<file path="src/rtl/bus_own_arb_pkg.sv">
// Package: shared state encoding for the bus ownership arbiter.
// Assumes: only one external master, so there are three states.
package bus_own_arb_pkg;

    typedef enum logic [1:0] {
        ST_OWNED    = 2'b00,   // processor drives the bus
        ST_GRANTED  = 2'b01,   // grant out, waiting for acknowledge
        ST_RELEASED = 2'b10    // master has taken the bus
    } own_state_t;

endpackage

</file>
<file path="src/rtl/bus_own_idle.sv">
// Module: bus_own_idle
// Decides whether the processor side is quiet enough to hand over the bus.
// Assumes: cpu_as_n and cpu_lock are synchronous to clk.
module bus_own_idle (
    input  logic cpu_as_n,
    input  logic cpu_lock,
    output logic cpu_quiet
);

    // Quiet only with no strobe and no locked sequence.
    always_comb begin
        cpu_quiet = cpu_as_n && !cpu_lock;
    end

endmodule

</file>
<file path="src/rtl/bus_own_fsm.sv">
// Module: bus_own_fsm
// Ownership state machine for the request, grant and acknowledge handshake.
// Assumes: all inputs synchronous to clk; a single requester.
module bus_own_fsm
    import bus_own_arb_pkg::*;
(
    input  logic       clk,
    input  logic       rst_n,
    input  logic       req_n,
    input  logic       gack_n,
    input  logic       cpu_quiet,
    output own_state_t state_q,
    output logic       grant_n
);

    own_state_t state_d;

    // Next-state decision for each ownership phase.
    always_comb begin
        state_d = state_q;
        case (state_q)
            ST_OWNED: begin
                if (!req_n && cpu_quiet) state_d = ST_GRANTED;
            end
            ST_GRANTED: begin
                if (!gack_n)    state_d = ST_RELEASED;
                else if (req_n) state_d = ST_OWNED;
            end
            ST_RELEASED: begin
                if (gack_n) state_d = ST_OWNED;
            end
            default: state_d = ST_OWNED;
        endcase
    end

    // State register with synchronous reset to the owned state.
    always_ff @(posedge clk) begin
        if (!rst_n) state_q <= ST_OWNED;
        else        state_q <= state_d;
    end

    // Grant is low only while waiting for the acknowledge.
    always_comb begin
        grant_n = (state_q != ST_GRANTED);
    end


    grant_follows_req_chk: assert property (@(posedge clk) disable iff (!rst_n)
        (state_q == ST_OWNED && !req_n && cpu_quiet) |=> !grant_n);


    busy_holds_grant_chk: assert property (@(posedge clk) disable iff (!rst_n)
        (state_q == ST_OWNED && !cpu_quiet) |=> grant_n);


    ack_drops_grant_chk: assert property (@(posedge clk) disable iff (!rst_n)
        (!grant_n && !gack_n) |=> (grant_n && state_q == ST_RELEASED));


    withdraw_cancels_chk: assert property (@(posedge clk) disable iff (!rst_n)
        (!grant_n && req_n && gack_n) |=> (grant_n && state_q == ST_OWNED));


    stray_ack_ignored_chk: assert property (@(posedge clk) disable iff (!rst_n)
        (state_q == ST_OWNED && req_n && !gack_n) |=> (state_q == ST_OWNED));

endmodule

</file>
<file path="src/rtl/bus_own_drive.sv">
// Module: bus_own_drive
// Turns the ownership state into a vector of per-pin output enables.
// Assumes: the pads drive when an enable bit is 1.
module bus_own_drive
    import bus_own_arb_pkg::*;
#(
    parameter int WIDTH = 8
) (
    input  own_state_t        state_q,
    output logic [WIDTH-1:0]  pin_oe
);

    logic drive_on;

    // Pins are driven only in the owned state.
    always_comb begin
        drive_on = (state_q == ST_OWNED);
    end

    for (genvar i = 0; i < WIDTH; i++) begin : g_pin
        // One enable per pad.
        always_comb begin
            pin_oe[i] = drive_on;
        end
    end

endmodule

</file>
<file path="src/rtl/bus_own_arbiter.sv">
// Module: bus_own_arbiter (top)
// Processor-side arbiter that hands the bus to one external master and
// floats the processor's address, data and control pads while it owns it.
// Assumes: a requester synchronous to clk that drives the bus only after
// it has acknowledged.
module bus_own_arbiter
    import bus_own_arb_pkg::*;
#(
    parameter int ADDR_W = 24,
    parameter int DATA_W = 16,
    parameter int CTRL_W = 6
) (
    input  logic              clk,
    input  logic              rst_n,
    input  logic              req_in_n,
    input  logic              gack_in_n,
    input  logic              cpu_as_n,
    input  logic              cpu_lock,
    output logic              grant_out_n,
    output logic              cpu_owns_bus,
    output logic [ADDR_W-1:0] addr_oe,
    output logic [DATA_W-1:0] data_oe,
    output logic [CTRL_W-1:0] ctrl_oe
);

    localparam int ALL_W = ADDR_W + DATA_W + CTRL_W;

    logic       quiet;
    own_state_t st;

    bus_own_idle u_idle (
        .cpu_as_n  (cpu_as_n),
        .cpu_lock  (cpu_lock),
        .cpu_quiet (quiet)
    );

    bus_own_fsm u_fsm (
        .clk       (clk),
        .rst_n     (rst_n),
        .req_n     (req_in_n),
        .gack_n    (gack_in_n),
        .cpu_quiet (quiet),
        .state_q   (st),
        .grant_n   (grant_out_n)
    );

    bus_own_drive #(.WIDTH(ADDR_W)) u_addr_drv (.state_q(st), .pin_oe(addr_oe));
    bus_own_drive #(.WIDTH(DATA_W)) u_data_drv (.state_q(st), .pin_oe(data_oe));
    bus_own_drive #(.WIDTH(CTRL_W)) u_ctrl_drv (.state_q(st), .pin_oe(ctrl_oe));

    // Processor may start transfers only in the owned state.
    always_comb begin
        cpu_owns_bus = (st == ST_OWNED);
    end


    float_while_grant_chk: assert property (@(posedge clk) disable iff (!rst_n)
        !grant_out_n |-> ({addr_oe, data_oe, ctrl_oe} == '0 && !cpu_owns_bus));


    enables_agree_chk: assert property (@(posedge clk) disable iff (!rst_n)
        ($countones({addr_oe, data_oe, ctrl_oe}) == (cpu_owns_bus ? ALL_W : 0)));


    hold_release_chk: assert property (@(posedge clk) disable iff (!rst_n)
        (grant_out_n && !cpu_owns_bus && !gack_in_n) |=> (!cpu_owns_bus && grant_out_n));


    reclaim_chk: assert property (@(posedge clk) disable iff (!rst_n)
        (grant_out_n && !cpu_owns_bus && gack_in_n) |=> cpu_owns_bus);

endmodule

</file>
<file path="config.mk">
export PLATFORM = sky130hd
export DESIGN_NAME = bus_own_arbiter
export DESIGN_NICKNAME = d
export VERILOG_FILES = /design/src/rtl/bus_own_arb_pkg.sv /design/src/rtl/bus_own_idle.sv /design/src/rtl/bus_own_fsm.sv /design/src/rtl/bus_own_drive.sv /design/src/rtl/bus_own_arbiter.sv
export SDC_FILE = /design/constraint.sdc
export NUM_CORES = 1
export LEC_CHECK = 0
export ABC_AREA = 1
export BUFFER_PORTS_ARGS = -buffer_cell sky130_fd_sc_hd__buf_2
export CORE_MARGIN = 1
export CORE_UTILIZATION = 32
export DETAILED_ROUTE_END_ITERATION = 8
export PLACE_DENSITY = 0.86
export SLEW_MARGIN = 10
export SYNTH_ARGS = -nofsm -noshare
export SYNTH_HDL_FRONTEND = slang
export SYNTH_HIERARCHICAL = 1
export SYNTH_SLANG_ARGS = --single-unit
</file>
<file path="constraint.sdc">
create_clock -name clk -period 1.8 [get_ports clk]
set_input_delay 0.18 -clock clk [delete_from_list [all_inputs] [get_ports clk]]
set_output_delay 0.18 -clock clk [all_outputs]
set_load 0.005 [all_outputs]
</file>
[After elaboration in Yosys (flattened, before gate mapping)]
Index checks and enable logic that the tools add are counted.
Word-level totals
  register bits after elaboration: 2
  input port bits: 6
  output and inout bits: 48
  word-level logic and storage cells: 18
Operators by class
  equality and inequality tests: 6
  muxes and demuxes: 5
  reduce and logical (&&, ||, !) cells: 6
Operator list (count)
  two-way mux 2 bit: 4
  one-hot mux 2 bit (3 select lines): 1
  != test 2 x 1 -> 1 bit, second input constant: 2
  != test 3 bit, second input constant: 1
  AND reduction 3 bit: 1
  equality test 2 x 1 -> 1 bit, second input constant: 1
  equality test 2 bit, second input constant: 1
  logical AND 1 bit: 2
  zero test 1 bit: 2
  zero test 2 bit: 1
  != test 2 bit, second input constant: 1

[Logic depth before layout (Yosys ltp)]
  word-level depth: 5
  depth in mapped cells: 6
  depth with buffers taken out: 6

[Cells and area by module]
Netlist, hierarchy kept.
By module, submodules not included
  bus_own_drive at u_addr_drv: instances 1, cells each 25, area each 183.9 um2
  bus_own_drive at u_data_drv: instances 1, cells each 17, area each 123.9 um2
  bus_own_fsm: instances 1, cells each 17, area each 102.6 um2
  bus_own_drive at u_ctrl_drv: instances 1, cells each 7, area each 48.8 um2
  bus_own_idle: instances 1, cells each 2, area each 10.0 um2
  bus_own_arbiter: instances 1, cells each 1, area each 3.8 um2

[Worst setup path after synthesis]
Ideal clock, no wire load.
  path kind: register to output
  from: register u_fsm.state_q[1]
  to: output addr_oe[0]
  arrival: 1390 ps
  slack: 230 ps
  cell stages (with the launch flop): 3
  path buffers: 1
  cells stage by stage: dfxtp_1 > nor2_1 > buf_4
Between the ends
  cells in the longest elaborated chain, start to end: 1
Ends and longest elaborated chain
  start: declaration: line bus_own_fsm.sv:12  | output own_state_t state_q,
  start signal: assignment: line bus_own_fsm.sv:39  | else state_q <= state_d;
  zero test 2 bit: line bus_own_drive.sv:17  | drive_on = (state_q == ST_OWNED);
  end: declaration: line bus_own_arbiter.sv:21  | output logic [ADDR_W-1:0] addr_oe,
Every way passes these cells.

[Worst setup path in the final report]
  from: register u_fsm.state_q[1]
  to: output data_oe[13]
Between the ends
  cells in the longest elaborated chain, start to end: 1
Ends and longest elaborated chain
  zero test 2 bit: line bus_own_drive.sv:17
  end: declaration: line bus_own_arbiter.sv:22  | output logic [DATA_W-1:0] data_oe,
Every way passes these cells.

==> flow_summary.yaml <==
layout:
  largest-register: "u_fsm/state_q"
  largest_reg_flops: 2
  nNetsFinal: 88
  syn_to_final_growth_pct: -6.61
  final_cell_mix: "buf_2 (53), nor2_1 (7), inv_1 (6)"
  final_common_cell: "buf_2"
  antennaDiodeCount: 0
  drive_above_1_share_pct: 73.8
  final_util_pct: 33.1
  reg_top3: "u_fsm/state_q (2)"
floorplanning:
  die_y_um: 40.4
  start_util_pct: 35.5
  die-area_mm2: 0.00164
  dieWidth_um: 40.4
  io_pins: 54
  core_area_mm2: 0.00133
  rows: 13
timing:
  fin_crit_ns: 1.48
  setup-tns-final_ns: 0
  maxSlewHeadroom_pct: 60.1
  fmax_mhz: 674
  fin_crit_sh_pct: 82.5
  slew_violations: 0
  finalHoldViolations: 0
  setup_viol: 0
  worst_pin_slew_ns: 0.596
  rsz0062_at_grt: "no"
  finalClockSkew_ns: 0.00566
status:
  status: "completed"
detailed_routing:
  wl_per_cell_um: 6.97
  wirelength_um: 662
  via_per_inst: 3.67
  drt_iter0_drc: 1
  detail-route-antenna-nets: 0
  drc_errors: 0
  num_vias: 349
  dr.pass1.iters: 2
grt:
  grt_usage_pct: 7.35
  grt_max_degree: 25
  globalRouteOverflowTotal: 0
  antenna_found_initial: 0
  grt_pass1_wl_um: 710
  grt_pass1_vias: 179
worst_hold_path:
  hold_end: "u_fsm/state_q[0]"
  holdPathStages: 3
  hold_class: "input port to register"
  worst_hold_startpoint: "rst_n"
cts:
  numCtsBuffers: 3
  clock-sinks: 2
  h-tree-depth: 1
  cts_root_buf: "clkbuf_4"
  clockBufferDepth: 2
  post_cts_buffers: 0
  ctsHoldBuffers: 0
  cts_resized: 0
  path_clk_slew_ns: 0.03
  cts_tree: "built"
  clk_latency_ns: 0.23
yosys:
  postSynthAreaPerCell_um2: 6.85
  ys_warn_count: 6
  ys_seq_elements: 2
  synth_area_um2: 473
  synthCells: 69
  syn_nets: 75
  synth_cell_type_count: 8
  ys_seq_area_share_pct: 8.47
pwr:
  irDropWorstVdd_mv: 0.316
  p_leak_nw: 0.215
  power.density_mw_per_mm2: 512
worst_setup_path:
  worst-path-max-fanout: 16
  reg2reg_from: "u_fsm/state_q[0]"
  reg2reg_to: "u_fsm/state_q[1]"
  critPathKind: "register to output port"
  worstPathArrival_ns: 1.30
  crit_chain: "nor2_1 -> buf_2"
  crit_required_ns: 1.62
  endpoint_kind: "output port"
  critPathLaunchType: "register"
  slowest_delay_ns: 0.50
  crit_path_top_delay_cell: "nor2_1"
  reg2reg_slack_ns: 0.92
  reg2regPathDepth: 4
run:
  drv_cap: 0
placed_design:
  io_buffers: 53
  dp_hpwl_um: 532
  place.gp.congestion: 0.657
[power breakdown]
group	switching (mW)	internal (mW)	total, mW
clock network	0.0295	0.0739	0.103
registers	0.00160	0.0458	0.0474
logic	0.0364	0.0390	0.0754
[how the worst max path moves through the flow]
stage / startpoint / endpoint / slack [ns] / depth (start not counted)
2_1_floorplan: u_fsm/state_q[1] / addr_oe[0] / 0.23 / 2
3_5_place_dp: u_fsm/state_q[1] / data_oe[6] / 0.52 / 2
6_report: u_fsm/state_q[1] / data_oe[13] / 0.32 / 2
4_1_cts: u_fsm/state_q[1] / data_oe[5] / 0.27 / 2
5_1_grt: u_fsm/state_q[1] / data_oe[15] / 0.09 / 2
3_3_place_gp: u_fsm/state_q[1] / data_oe[11] / 0.59 / 2
[critical path, delay by kind of cell, from the launching register on]
kind | cells | cell delay [ns]
and+or+nand+nor | 1 | 0.50
DFF | 1 | 0.35
buffers and inverters | 1 | 0.22
[cell type report]
cell class,count,area [um^2]
Inverter,6,22.5
Tap cell,15,18.8
Fill cell,161,892
Clock buffer,3,22.5
Sequential cell,2,40.0
Timing Repair Buffer,54,273
Multi-Input combinational cell,15,65.1
[kinds of logic after synthesis]
family	after synthesis	synth area share [%]
compound gates	2	2.12
buf+inv	52	77.8
flops	2	8.47
simple gates	13	11.6
[synthesized netlist by cell type]
cell type	count	area share (%)
a21oi_1	2	2.1
buf_4	46	73
dfxtp_1	2	8.5
inv_1	6	4.8
nand2_1	3	2.4
nand3_1	1	1.1
nor2_1	7	5.6
nor2_2	2	2.6
[metal layers]
| layer | wire length, um | vias up | part of all wire [%] | track usage [%] |
|---|---|---|---|---|
| li1 | - | 180 | - | - |
| met3 | 91 | 2 | 14 | 1.67 |
| met5 | 0 | - | 0 | 0 |
| met1 | 223 | 134 | 34 | 6.17 |
| met2 | 331 | 33 | 50 | 12.3 |
| met4 | 15 | 0 | 2.3 | 10.0 |
[per-stage QoR]
stage	instances	worst slack [ns]	cell area, um^2	total power, mW	hold slack [ns]
after floorplan	69	0.230	473	0.137	0.312
after global placement	92	0.590	419	0.124	0.419
after detailed placement	92	0.518	419	0.125	0.442
after CTS	95	0.271	442	0.233	0.196
after global routing	95	0.0910	442	0.249	0.205
final	95	0.316	442	0.226	0.197
Power figures use the tool's default switching activity.
